## src/rtl/stim_seq_pkg.sv

```systemverilog
// Shared types for the stimulus sequencer.
// Assumes: a single clock domain; every user needs only the controller state type.
package stim_seq_pkg;
    typedef enum logic [2:0] {
        SQ_IDLE  = 3'd0,
        SQ_RESET = 3'd1,
        SQ_INIT  = 3'd2,
        SQ_SHIFT = 3'd3,
        SQ_DONE  = 3'd4
    } sq_state_t;
endpackage

```

## src/rtl/stim_seq_ctrl.sv

```systemverilog
// Controller: walks the word table and steps through reset, initial sample and bit shifting.
// Assumes: tbl_data arrives one cycle after the address; reset is synchronous, active low.
module stim_seq_ctrl
    import stim_seq_pkg::*;
#(
    parameter int DEPTH  = 16,
    parameter int WORD_W = 8,
    localparam int IDX_W = $clog2(DEPTH),
    localparam int BIT_W = $clog2(WORD_W)
) (
    input  logic             clk,
    input  logic             rst_n,
    input  logic             start,
    output sq_state_t        st_q,
    output logic [IDX_W-1:0] word_q,
    output logic [BIT_W-1:0] bit_q,
    output logic             load_en,
    output logic             shift_en
);
    localparam logic [IDX_W-1:0] LAST_WORD = IDX_W'(DEPTH - 1);
    localparam logic [BIT_W-1:0] LAST_BIT  = BIT_W'(WORD_W - 1);

    sq_state_t st_d;

    // Next-state decision for the sequencing state machine.
    always_comb begin
        st_d = st_q;
        unique case (st_q)
            SQ_IDLE:  if (start) st_d = SQ_RESET;
            SQ_RESET: st_d = SQ_INIT;
            SQ_INIT:  st_d = SQ_SHIFT;
            SQ_SHIFT: if (bit_q == LAST_BIT)
                          st_d = (word_q == LAST_WORD) ? SQ_DONE : SQ_RESET;
            SQ_DONE:  if (!start) st_d = SQ_IDLE;
            default:  st_d = SQ_IDLE;
        endcase
    end

    // State, word index and bit index registers.
    always_ff @(posedge clk) begin
        if (!rst_n) begin
            st_q   <= SQ_IDLE;
            word_q <= '0;
            bit_q  <= '0;
        end else begin
            st_q <= st_d;
            if (st_q == SQ_IDLE)
                word_q <= '0;
            else if (st_q == SQ_SHIFT && bit_q == LAST_BIT && word_q != LAST_WORD)
                word_q <= word_q + 1'b1;
            if (st_q == SQ_SHIFT)
                bit_q <= bit_q + 1'b1;
            else
                bit_q <= '0;
        end
    end

    // Datapath controls derived from the state.
    assign load_en  = (st_q == SQ_INIT);
    assign shift_en = (st_q == SQ_SHIFT);
endmodule

```

## src/rtl/stim_seq_shifter.sv

```systemverilog
// Parallel-load shift register that presents the word MSB first.
// Assumes: load and shift are never asserted together.
module stim_seq_shifter #(
    parameter int WORD_W = 8
) (
    input  logic              clk,
    input  logic              rst_n,
    input  logic              load_en,
    input  logic              shift_en,
    input  logic [WORD_W-1:0] din,
    output logic              msb
);
    logic [WORD_W-1:0] sr_q;

    // Load a word or move it one place towards the MSB.
    always_ff @(posedge clk) begin
        if (!rst_n)        sr_q <= '0;
        else if (load_en)  sr_q <= din;
        else if (shift_en) sr_q <= {sr_q[WORD_W-2:0], 1'b0};
    end

    assign msb = sr_q[WORD_W-1];
endmodule

```

## src/rtl/stim_seq_capture.sv

```systemverilog
// Capture stage: flags the cycle after each applied bit and tags it with its word and bit index.
// Assumes: the device's response to a bit is visible in the cycle after the bit is applied.
module stim_seq_capture #(
    parameter int IDX_W = 4,
    parameter int BIT_W = 3,
    parameter int ST_W  = 3
) (
    input  logic             clk,
    input  logic             rst_n,
    input  logic             bit_applied,
    input  logic [IDX_W-1:0] word_in,
    input  logic [BIT_W-1:0] bit_in,
    input  logic [ST_W-1:0]  dev_state,
    input  logic             dev_out,
    output logic             cap_valid,
    output logic [IDX_W-1:0] cap_word,
    output logic [BIT_W-1:0] cap_bit,
    output logic [ST_W-1:0]  cap_state,
    output logic             cap_out
);
    // Delay the bit strobe and its tags by one cycle.
    always_ff @(posedge clk) begin
        if (!rst_n) begin
            cap_valid <= 1'b0;
            cap_word  <= '0;
            cap_bit   <= '0;
        end else begin
            cap_valid <= bit_applied;
            cap_word  <= word_in;
            cap_bit   <= bit_in;
        end
    end

    // Pass the device response through only while the strobe is high.
    assign cap_state = cap_valid ? dev_state : '0;
    assign cap_out   = cap_valid & dev_out;
endmodule

```

## src/rtl/stim_seq_top.sv

```systemverilog
// Word-serial stimulus sequencer: resets the device, samples its initial state,
// then shifts each table word in MSB first and captures the response per bit.
// Assumes: synchronous table read with one cycle of latency; device reset is synchronous.
module stim_seq_top
    import stim_seq_pkg::*;
#(
    parameter int DEPTH  = 16,
    parameter int WORD_W = 8,
    parameter int ST_W   = 3,
    localparam int IDX_W = $clog2(DEPTH),
    localparam int BIT_W = $clog2(WORD_W)
) (
    input  logic              clk,
    input  logic              rst_n,
    input  logic              start,
    output logic [IDX_W-1:0]  tbl_addr,
    input  logic [WORD_W-1:0] tbl_data,
    output logic              dev_rst,
    output logic              dev_din,
    input  logic [ST_W-1:0]   dev_state,
    input  logic              dev_out,
    output logic              init_valid,
    output logic [ST_W-1:0]   init_state,
    output logic              cap_valid,
    output logic [IDX_W-1:0]  cap_word,
    output logic [BIT_W-1:0]  cap_bit,
    output logic [ST_W-1:0]   cap_state,
    output logic              cap_out,
    output logic              done
);
    sq_state_t        st_q;
    logic [IDX_W-1:0] word_q;
    logic [BIT_W-1:0] bit_q;
    logic             load_en;
    logic             shift_en;
    logic             sh_msb;

    stim_seq_ctrl #(.DEPTH(DEPTH), .WORD_W(WORD_W)) u_ctrl (
        .clk      (clk),
        .rst_n    (rst_n),
        .start    (start),
        .st_q     (st_q),
        .word_q   (word_q),
        .bit_q    (bit_q),
        .load_en  (load_en),
        .shift_en (shift_en)
    );

    stim_seq_shifter #(.WORD_W(WORD_W)) u_shift (
        .clk      (clk),
        .rst_n    (rst_n),
        .load_en  (load_en),
        .shift_en (shift_en),
        .din      (tbl_data),
        .msb      (sh_msb)
    );

    stim_seq_capture #(.IDX_W(IDX_W), .BIT_W(BIT_W), .ST_W(ST_W)) u_cap (
        .clk         (clk),
        .rst_n       (rst_n),
        .bit_applied (shift_en),
        .word_in     (word_q),
        .bit_in      (bit_q),
        .dev_state   (dev_state),
        .dev_out     (dev_out),
        .cap_valid   (cap_valid),
        .cap_word    (cap_word),
        .cap_bit     (cap_bit),
        .cap_state   (cap_state),
        .cap_out     (cap_out)
    );

    // Device-facing controls and status outputs.
    assign tbl_addr   = word_q;
    assign dev_rst    = (st_q == SQ_RESET);
    assign dev_din    = shift_en & sh_msb;
    assign init_valid = load_en;
    assign init_state = load_en ? dev_state : '0;
    assign done       = (st_q == SQ_DONE);
endmodule

```

## config.mk

```make
export PLATFORM = sky130hd
export DESIGN_NAME = stim_seq_top
export DESIGN_NICKNAME = d
export VERILOG_FILES = /design/src/rtl/stim_seq_pkg.sv /design/src/rtl/stim_seq_ctrl.sv /design/src/rtl/stim_seq_shifter.sv /design/src/rtl/stim_seq_capture.sv /design/src/rtl/stim_seq_top.sv
export SDC_FILE = /design/constraint.sdc
export NUM_CORES = 1
export LEC_CHECK = 0
export CAP_MARGIN = 10
export CORE_UTILIZATION = 55
export CTS_BUF_LIST = sky130_fd_sc_hd__clkbuf_2
export CTS_CLUSTER_SIZE = 25
export DETAILED_ROUTE_END_ITERATION = 8
export DONT_BUFFER_PORTS = 1
export PLACE_DENSITY = 0.75
export SLEW_MARGIN = 40
export SYNTH_ARGS = -nofsm -noshare
export SYNTH_HDL_FRONTEND = slang
export SYNTH_SLANG_ARGS = --single-unit
```

## constraint.sdc

```tcl
create_clock -name clk -period 3.4 [get_ports clk]
set_clock_uncertainty 0.1 [all_clocks]
set_input_delay 0.34 -clock clk [delete_from_list [all_inputs] [get_ports clk]]
set_output_delay 0.34 -clock clk [all_outputs]
set_load 0.01 [all_outputs]
```

==> flow_summary.json, run 1 <==
{
  "cp-start-kind": "flop",
  "dr.pass1.iters": 4,
  "dp_cells": 138,
  "cp.arrival_ps": 1690,
  "gr-total-overflow": 0,
  "yosysWarnings": 0,
  "synth_area_leaders": "dfxtp_1 46%, and2_1 8.8%, mux2i_1 6.1%",
  "nFillCells": 202,
  "num_antenna_cells": 0,
  "cts_tree": "yes",
  "dpl.hpwl_mm": 1.397,
  "tightest_slew_ps": 539.3,
  "cts.sinks": 26,
  "hold_viol": 0,
  "pre_cts_slack_ps": 1595,
  "core_area_mm2": 0.001962,
  "power_density_mw_per_mm2": 481.9,
  "nets": 137,
  "start_util": 0.5810,
  "cap_violations": 0,
  "rsz0062_at_grt": "no",
  "die_width_um": 47.53,
  "yosys_most_used_dff": "dfxtp_1",
  "critPathTopFamily": "flip-flops",
  "ff_latch_area_um2": 521.8,
  "yosysUniqueCellTypes": 33,
  "worstSetupEndpointType": "output pin",
  "cts_inserted_buffers": 3,
  "cpPeakStageDelay_ps": 680,
  "syn_area_per_cell_um2": 9.742,
  "clkTransAtPathRegs_ps": 250,
  "cp_max_fo": 14,
  "crit_chain": "nand2b_1, nor2_1, and2_1",
  "syn_nets": 135,
  "finalCriticalPeriod_ps": 2132,
  "numPortBuffers": 0,
  "syn_inst": 117,
  "maxSlewViolCount": 0,
  "setup_tns_ps": 0,
  "fmax_mhz": 469.0,
  "synth-async-reset-ratio": 0,
  "multi_input_area_um2": 563.0,
  "grt_pass1_wl_mm": 3.001,
  "drc": 0,
  "gp_congestion": 0.7982,
  "hp-class": "input port to flop",
  "slowest_stage": "dfxtp_1",
  "ant_nets": 0,
  "die_h_um": 47.53,
  "grt_max_degree": 22,
  "setup_viol": 0,
  "synth_top_area_share": 0.4566,
  "vias": 843,
  "ys_seq_area_frac": 0.4566,
  "ys_seq_elements": 26,
  "fin_crit_sh": 0.6271,
  "slew_headroom": 0.6374,
  "p_leak_nw": 0.5032,
  "vias_per_cell": 5.814,
  "drive_gt1_frac": 0.07627,
  "pin_count": 38,
  "worstSkewPairLatency_ps": 350,
  "yosys.area.top_type": "dfxtp_1",
  "crit_buf_inv": 0,
  "track_usage": 0.1933,
  "ir_drop_v": 0.0003150,
  "setup_ws_ps": 1268,
  "die_area_mm2": 0.002259,
  "status": "complete, no violations",
  "area_growth_pct": 6.037,
  "rows": 16,
  "syn-cell-area_mm2": 0.001140,
  "path_class": "flop to output pin",
  "h-tree-depth": 1,
  "fin_cells": 145,
  "cts_max_path_buffers": 2,
  "wl_mm": 1.963,
  "drt-initial-drc-count": 15,
  "cts_root_buffer": "clkbuf_2",
  "antenna_found_initial": 0,
  "post_drt_wl_per_cell_um": 13.54,
  "synth_edf_count": 0,
  "crit_required_ps": 2960,
  "grt_pass1_vias": 703
}
[state kept, by name (all words and copies together), names as in the netlist]
register,count
u_cap.cap_word,4
u_cap.cap_valid,1
u_ctrl.st_q,3
u_cap.cap_bit,3
u_shift.sr_q,8
u_ctrl.bit_q,3
u_ctrl.word_q,4
[placed cells by master, fill, tap and decap left out]
master | Yosys | final
a211oi_1 | 6 | 6
a211oi_2 | 1 | 1
a21oi_1 | 5 | 5
a2bb2oi_1 | 1 | 1
a31oi_1 | 1 | 1
and2_1 | 16 | 16
and3_1 | 3 | 3
and4b_1 | 1 | 1
buf_4 | 1 | 1
bufinv_16 | 0 | 1
clkbuf_2 | 0 | 3
dfxtp_1 | 26 | 25
dfxtp_2 | 0 | 1
dlygate4sd3_1 | 0 | 3
ha_1 | 3 | 3
inv_1 | 2 | 2
mux2i_1 | 7 | 7
nand2_1 | 2 | 2
nand2b_1 | 1 | 1
nand3_1 | 3 | 3
nand3b_1 | 2 | 2
nand4_1 | 1 | 1
nand4b_4 | 1 | 1
nor2_1 | 11 | 11
nor2b_1 | 1 | 1
nor3_1 | 5 | 5
nor3b_1 | 1 | 1
nor3b_2 | 1 | 1
nor4_1 | 1 | 1
o211a_1 | 1 | 1
o21ai_0 | 2 | 2
o2bb2ai_1 | 1 | 1
o31ai_1 | 2 | 2
or3_1 | 2 | 2
[Yosys cell counts, types with 2 or more instances]
cell / instances
dfxtp_1: 26
and2_1: 16
nor2_1: 11
mux2i_1: 7
a211oi_1: 6
a21oi_1: 5
nor3_1: 5
and3_1: 3
buf_2: 3
ha_1: 3
nand3_1: 3
buf_6: 2
inv_1: 2
nand2_1: 2
nand3b_1: 2
o21ai_0: 2
o31ai_1: 2
or3_1: 2
[where the power goes]
group	internal, mW	switching (mW)
clock network	0.101	0.0901
registers	0.319	0.0188
logic	0.0261	0.0277
total	0.446	0.137
[per-layer routing]
layer  share of wire  wire length [um]  GRT usage
met1            0.41               799     0.2333
met2            0.49               966     0.3205
met3           0.092               181    0.05283
met4          0.0071                14    0.08571
met5               0                 0          0
[path summary, 6_finish.rpt]
path	from	to	slack, ps	cells past startpoint
worst min register to register	u_ctrl.bit_q[0]	u_ctrl.bit_q[0]	380	1
worst max-delay path	u_ctrl.st_q[1]	init_state[0]	1270	3
worst max register to register	u_ctrl.bit_q[0]	u_ctrl.word_q[0]	1690	5
worst min-delay path	rst_n	u_ctrl.word_q[1]	80	2
[cell families (layout without fill, tap and decap cells)]
family | after synthesis | in the layout | synth area share
AO/OA/AOI/OAI | 20 | 20 | 0.1240
adder cells (fa/ha/maj) | 3 | 3 | 0.03293
multiplexers | 7 | 7 | 0.06147
flip-flops | 26 | 26 | 0.4566
buffers and inverters | 9 | 10 | 0.04939
AND/OR/NAND/NOR | 52 | 52 | 0.2755
[final cells by class]
cell class	count	area share
clock buffer	3	0.01242
multi-input combinational	82	0.4658
inverter	2	0.006211
clock inverter	1	0.02484
timing repair buffer	4	0.03106
sequential	26	0.4317
tap	27	0.02795
[per-stage QoR]
stage          cell area (um^2)  hold slack (ps)  utilization  total power [mW]
4_1_cts                    1187            2.248       0.6052            0.5866
3_5_place_dp               1132            349.9       0.5772            0.3942
5_1_grt                    1209            70.22       0.6161            0.6091
3_3_place_gp               1132            346.8       0.5772            0.3907
6_report                   1209            78.06       0.6161            0.5825
2_1_floorplan              1140            322.0            -            0.3890
[what timing repair did]
action / in CTS / in global routing
hold buffers: 1 / 2
endpoints found under the hold margin: 6 / 3
buffers inserted: 0 / 0
resized for setup: 0 / 0
No activity file was read; power rests on OpenSTA's default activity.
==> run 2, diff against run 1 <==
==> constraint.sdc (replaced) <==
create_clock -name clk -period 2 [get_ports clk]
set_clock_uncertainty 0.1 [all_clocks]
set_input_delay 0.2 -clock clk [delete_from_list [all_inputs] [get_ports clk]]
set_output_delay 0.2 -clock clk [all_outputs]
set_load 0.01 [all_outputs]
==> run 2 against run 1 <==
  * Count of clock-buffer cells in the layout unchanged
  * Total power rose by 72%
  * Worst hold slack got worse by 1.2 ps
  * Combinational power increased by 110%
  * First-iteration DRC count fell by 60%
  * Non-clock buffer count grew 8
  * Core utilization rose by 4.2 points
==> flow_summary.json, run 2 (synthesized netlist as in run 1, its figures left out) <==
{
  "maxSlewViolCount": 0,
  "wl_mm": 1.952,
  "cpPeakStageDelay_ps": 540,
  "top_regs": "u_shift.sr_q x8, u_cap.cap_word x4, u_ctrl.word_q x4",
  "vias_per_cell": 5.719,
  "cap_violations": 0,
  "cts_inserted_buffers": 3,
  "grt_pass1_wl_mm": 2.849,
  "grt_max_degree": 17,
  "hp-class": "input port to flop",
  "hold_viol": 0,
  "post_drt_wl_per_cell_um": 12.76,
  "rows": 16,
  "slowest_stage": "dlygate4sd3_1",
  "dpl.hpwl_mm": 1.372,
  "cts_max_path_buffers": 2,
  "dp_cells": 139,
  "pin_count": 38,
  "area_growth_pct": 13.28,
  "start_util": 0.5810,
  "fin_cells": 153,
  "top_register": "u_shift.sr_q",
  "tightest_slew_ps": 481.5,
  "layout_commonest_cell": "dfxtp_1",
  "vias": 875,
  "cp_max_fo": 5,
  "power_density_mw_per_mm2": 776.3,
  "nFillCells": 178,
  "largest_reg_flops": 8,
  "cp-start-kind": "flop",
  "drt-initial-drc-count": 6,
  "ir_drop_v": 0.0006005,
  "crit_chain": "ha_1, ha_2, inv_1, a31oi_1, o211a_1, dlygate4sd3_1",
  "setup_viol": 0,
  "dr.pass1.iters": 4,
  "cp.arrival_ps": 2060,
  "gr-total-overflow": 0,
  "slew_headroom": 0.6763,
  "cts.sinks": 26,
  "top_usage_layer": "met2",
  "ant_nets": 0,
  "rsz0062_at_grt": "no",
  "cts_root_buffer": "clkbuf_2",
  "worstSkewPairLatency_ps": 340,
  "fin_crit_sh": 0.9429,
  "nets": 145,
  "drc": 0,
  "crit_required_ps": 2170,
  "multi_input_area_um2": 565.5,
  "met3_usage": 0.04906,
  "antenna_found_initial": 0,
  "finalCriticalPeriod_ps": 1886,
  "final_cell_mix": "23 x dfxtp_1, 16 x and2_1, 11 x nor2_1, 10 x dlygate4sd3_1, 7 x mux2i_1",
  "drive_gt1_frac": 0.1032,
  "worstSetupEndpointType": "flop",
  "clkTransAtPathRegs_ps": 240,
  "h-tree-depth": 1,
  "core_area_mm2": 0.001962,
  "numPortBuffers": 0,
  "die_width_um": 47.53,
  "setup_tns_ps": 0,
  "p_leak_nw": 0.5383,
  "status": "complete, no violations",
  "gp_congestion": 0.7166,
  "fmax_mhz": 530.3,
  "path_class": "flop to flop",
  "die_area_mm2": 0.002259,
  "grt_use_met2": 0.2986,
  "ff_latch_area_um2": 524.3,
  "use_met1": 0.2253,
  "track_usage": 0.1859,
  "num_antenna_cells": 0,
  "die_h_um": 47.53,
  "cts_tree": "yes",
  "grt_pass1_vias": 672
}
==> run 2: cell count changes in the layout (fill, tap and decap cells not counted), sizes merged <==
cell,change
dlygate4sd3,+7
buf,+1
==> run 2: power breakdown <==
part           internal (mW)  switching (mW)
Sequential             0.541          0.0259
Combinational         0.0544          0.0570
Clock                  0.172           0.152
Total                  0.768           0.234
==> run 2: repair_timing <==
action / in CTS / in global routing
setup buffers: 0 / 0
endpoints found under the hold margin: 20 / 0
setup endpoints to repair: 0 / 5
hold buffers: 10 / 0
gates resized for setup: 0 / 4
==> run 2: cell type report <==
type / count / share of cell area
Multi-Input combinational cell: 82 / 0.4380
Sequential cell: 26 / 0.4060
Timing Repair Buffer: 12 / 0.08915
Tap cell: 27 / 0.02616
Clock inverter: 1 / 0.02326
Clock buffer: 3 / 0.01163
Inverter: 2 / 0.005814
==> run 2: worst max-delay path, delay by kind of cell, from the launching register on <==
family | cells | cell delay, ps
fa+ha+maj | 2 | 420
flops | 1 | 380
buf+inv | 2 | 600
compound gates | 2 | 300
==> run 2: final timing paths <==
path / from / to / slack (ps) / cells past startpoint
setup / recovery: u_ctrl.bit_q[0] / u_ctrl.st_q[2] / 110 / 6
setup reg to reg: u_ctrl.bit_q[0] / u_ctrl.st_q[2] / 110 / 6
hold reg to reg: u_ctrl.bit_q[0] / u_ctrl.bit_q[0] / 380 / 1
hold / removal: start / u_ctrl.st_q[0] / 80 / 3
==> run 2: stage by stage <==
stage / instance area, um^2 / setup WS (ps) / power [mW] / util / hold WS (ps)
2_1_floorplan: 1140 / 532.6 / 0.6612 / - / 221.7
3_3_place_gp: 1140 / 459.4 / 0.6675 / 0.5810 / 226.5
3_5_place_dp: 1140 / 365.8 / 0.6736 / 0.5810 / 225.4
4_1_cts: 1285 / 1.649 / 1.009 / 0.6550 / 66.61
5_1_grt: 1291 / 9.646 / 1.038 / 0.6582 / 69.07
6_report: 1291 / 114.1 / 1.002 / 0.6582 / 76.82
==> run 2: routing by layer <==
metal / share of wire / wire [um]
met1: 0.43 / 832
met2: 0.49 / 948
met3: 0.081 / 159
met4: 0.0056 / 11
met5: 0 / 0
==> run 3, diff against run 2 <==
--- a/config.mk
+++ b/config.mk
@@ -6,12 +6,14 @@
 export NUM_CORES = 1
 export LEC_CHECK = 0
 export CAP_MARGIN = 10
+export CORE_MARGIN = 10
 export CORE_UTILIZATION = 55
 export CTS_BUF_LIST = sky130_fd_sc_hd__clkbuf_2
 export CTS_CLUSTER_SIZE = 25
 export DETAILED_ROUTE_END_ITERATION = 8
 export DONT_BUFFER_PORTS = 1
-export PLACE_DENSITY = 0.75
+export PLACE_DENSITY = 0.78
+export SKIP_LAST_GASP = 1
 export SLEW_MARGIN = 40
 export SYNTH_ARGS = -nofsm -noshare
 export SYNTH_HDL_FRONTEND = slang
==> constraint.sdc (replaced) <==
create_clock -name clk -period 1.6 [get_ports clk]
set_clock_uncertainty 0.1 [all_clocks]
set_input_delay 0.16 -clock clk [delete_from_list [all_inputs] [get_ports clk]]
set_output_delay 0.16 -clock clk [all_outputs]
set_load 0.01 [all_outputs]
==> run 3 against run 2 <==
  * Count of clock-buffer cells in the layout did not move
  * Clock power fell by 26%
  * Worst setup slack got worse by 53 ps
  * Sequential power is 22% higher
  * Design area is 7.0% higher
  * Register-to-register slack lost 30 ps
  * Critical path depth is 3 lower
  * Core utilization up 4.6 points
  * Flip-flop and latch count did not move
  * Sequential share of layout area is 2.0 points lower
  * Combinational power grew 72%
==> flow_summary.json, run 3 (synthesized netlist as in run 1, its figures left out) <==
{
  "slew_headroom": 0.6347,
  "finalCriticalPeriod_ps": 1539,
  "rows": 16,
  "cp_max_fo": 9,
  "start_util": 0.5810,
  "die_area_mm2": 0.004294,
  "ir_drop_v": 0.0006420,
  "dpl.hpwl_mm": 1.891,
  "topRoutingLayerUsed": "met4",
  "cp-start-kind": "flop",
  "top_register": "u_shift.sr_q",
  "fmax_mhz": 649.9,
  "maxSlewViolCount": 0,
  "cts_max_path_buffers": 2,
  "drt-initial-drc-count": 26,
  "wl_mm": 2.712,
  "pre_cts_slack_ps": 15.16,
  "drive_gt1_frac": 0.2117,
  "vias": 898,
  "crit_required_ps": 1340,
  "gr-total-overflow": 0,
  "clkTransAtPathRegs_ps": 240,
  "path_class": "flop to output pin",
  "utilization": 0.7041,
  "hold_viol": 0,
  "nets": 156,
  "total_power_mw": 1.126,
  "worstSetupEndpointType": "output pin",
  "setup_viol": 0,
  "grt_pass1_wl_mm": 4.264,
  "dr.pass1.iters": 4,
  "numPortBuffers": 0,
  "num_antenna_cells": 0,
  "die_h_um": 65.53,
  "wl_met3_um": 248,
  "pin_count": 38,
  "holdWs_ps": 46.98,
  "h-tree-depth": 1,
  "area_growth_pct": 21.19,
  "largest_reg_flops": 8,
  "worstSkewPairLatency_ps": 340,
  "p_leak_nw": 0.5902,
  "gp_congestion": 0.8314,
  "antenna_found_initial": 0,
  "cts_root_buffer": "clkbuf_2",
  "layout_commonest_cell": "dfxtp_1",
  "fin_cells": 164,
  "cts_inserted_buffers": 3,
  "tightest_slew_ps": 543.3,
  "cp.arrival_ps": 1280,
  "drc": 0,
  "grt_max_degree": 16,
  "status": "complete, no violations",
  "post_drt_wl_per_cell_um": 16.54,
  "setup_ws_ps": 61.36,
  "top_regs": "u_shift.sr_q x8, u_cap.cap_word x4, u_ctrl.word_q x4",
  "power_density_mw_per_mm2": 815.3,
  "track_usage": 0.1230,
  "cap_violations": 0,
  "dp_cells": 146,
  "core_area_mm2": 0.001962,
  "cts.sinks": 26,
  "routed-wl-met2_mm": 1.440,
  "ant_nets": 0,
  "hp-class": "input port to flop",
  "die_width_um": 65.53,
  "fin_crit_sh": 0.9617,
  "vias_per_cell": 5.476,
  "grt_pass1_vias": 875,
  "final_cell_mix": "22 x dfxtp_1, 13 x and2_1, 13 x buf_4, 10 x nor2_1, 10 x dlygate4sd3_1",
  "cts_tree": "yes",
  "wl_met1_mm": 1.007,
  "rsz0062_at_grt": "yes"
}
[run 3: cell count changes in the layout (fill, tap and decap cells not counted), sizes merged]
cell / delta
clkinv: +1
buf: +11
bufinv: -1
[run 3: timing repair]
item,4_1_cts,5_1_grt
setup endpoints to repair,9,8
hold endpoints to repair,21,0
gates resized for setup,7,7
hold buffers,10,0
buffers inserted,1,3
[run 3: layout make-up]
class                   instances  area (um^2)
inverters                       2        7.507
well taps                      27        33.78
clock buffers                   3        15.01
clock inverters                 1        3.754
repair buffers                 23        197.7
flip-flops and latches         26        533.0
fillers                       163        580.6
multi-input cells              82        590.6
[run 3: per-layer routing]
layer / up-vias / track usage
met5: - / 0
met4: 0 / 0.05615
met3: 2 / 0.04746
met2: 32 / 0.2098
met1: 410 / 0.1310
li1: 454 / -
[run 3: stage by stage]
stage / TNS (ps) / instance area (um^2)
floorplan: 0 / 1140
global placement: 0 / 1192
detailed placement: 0 / 1192
CTS: 0 / 1333
global route: -38.40 / 1381
finish: 0 / 1381
[run 3: power by group]
group | switching, mW | total, mW | internal, mW
clock | 0.187 | 0.241 | 0.0543
combinational | 0.0979 | 0.191 | 0.0934
sequential | 0.0187 | 0.694 | 0.675
total | 0.303 | 1.13 | 0.823
[run 3: worst max-delay path: stages (launching register included)]
cell	delay, ps
dfxtp_4	400
buf_4	170
nor3b_2	210
buf_4	160
[run 3: final timing paths]
kind / depth (start not counted) / to / slack (ps) / startpoint
worst min-delay path: 3 / u_ctrl.st_q[2] / 50 / start
worst max-delay path: 3 / done / 60 / u_ctrl.st_q[0]
worst max register to register: 5 / u_ctrl.word_q[3] / 80 / u_ctrl.bit_q[0]
worst min register to register: 1 / u_ctrl.bit_q[0] / 340 / u_ctrl.bit_q[0]
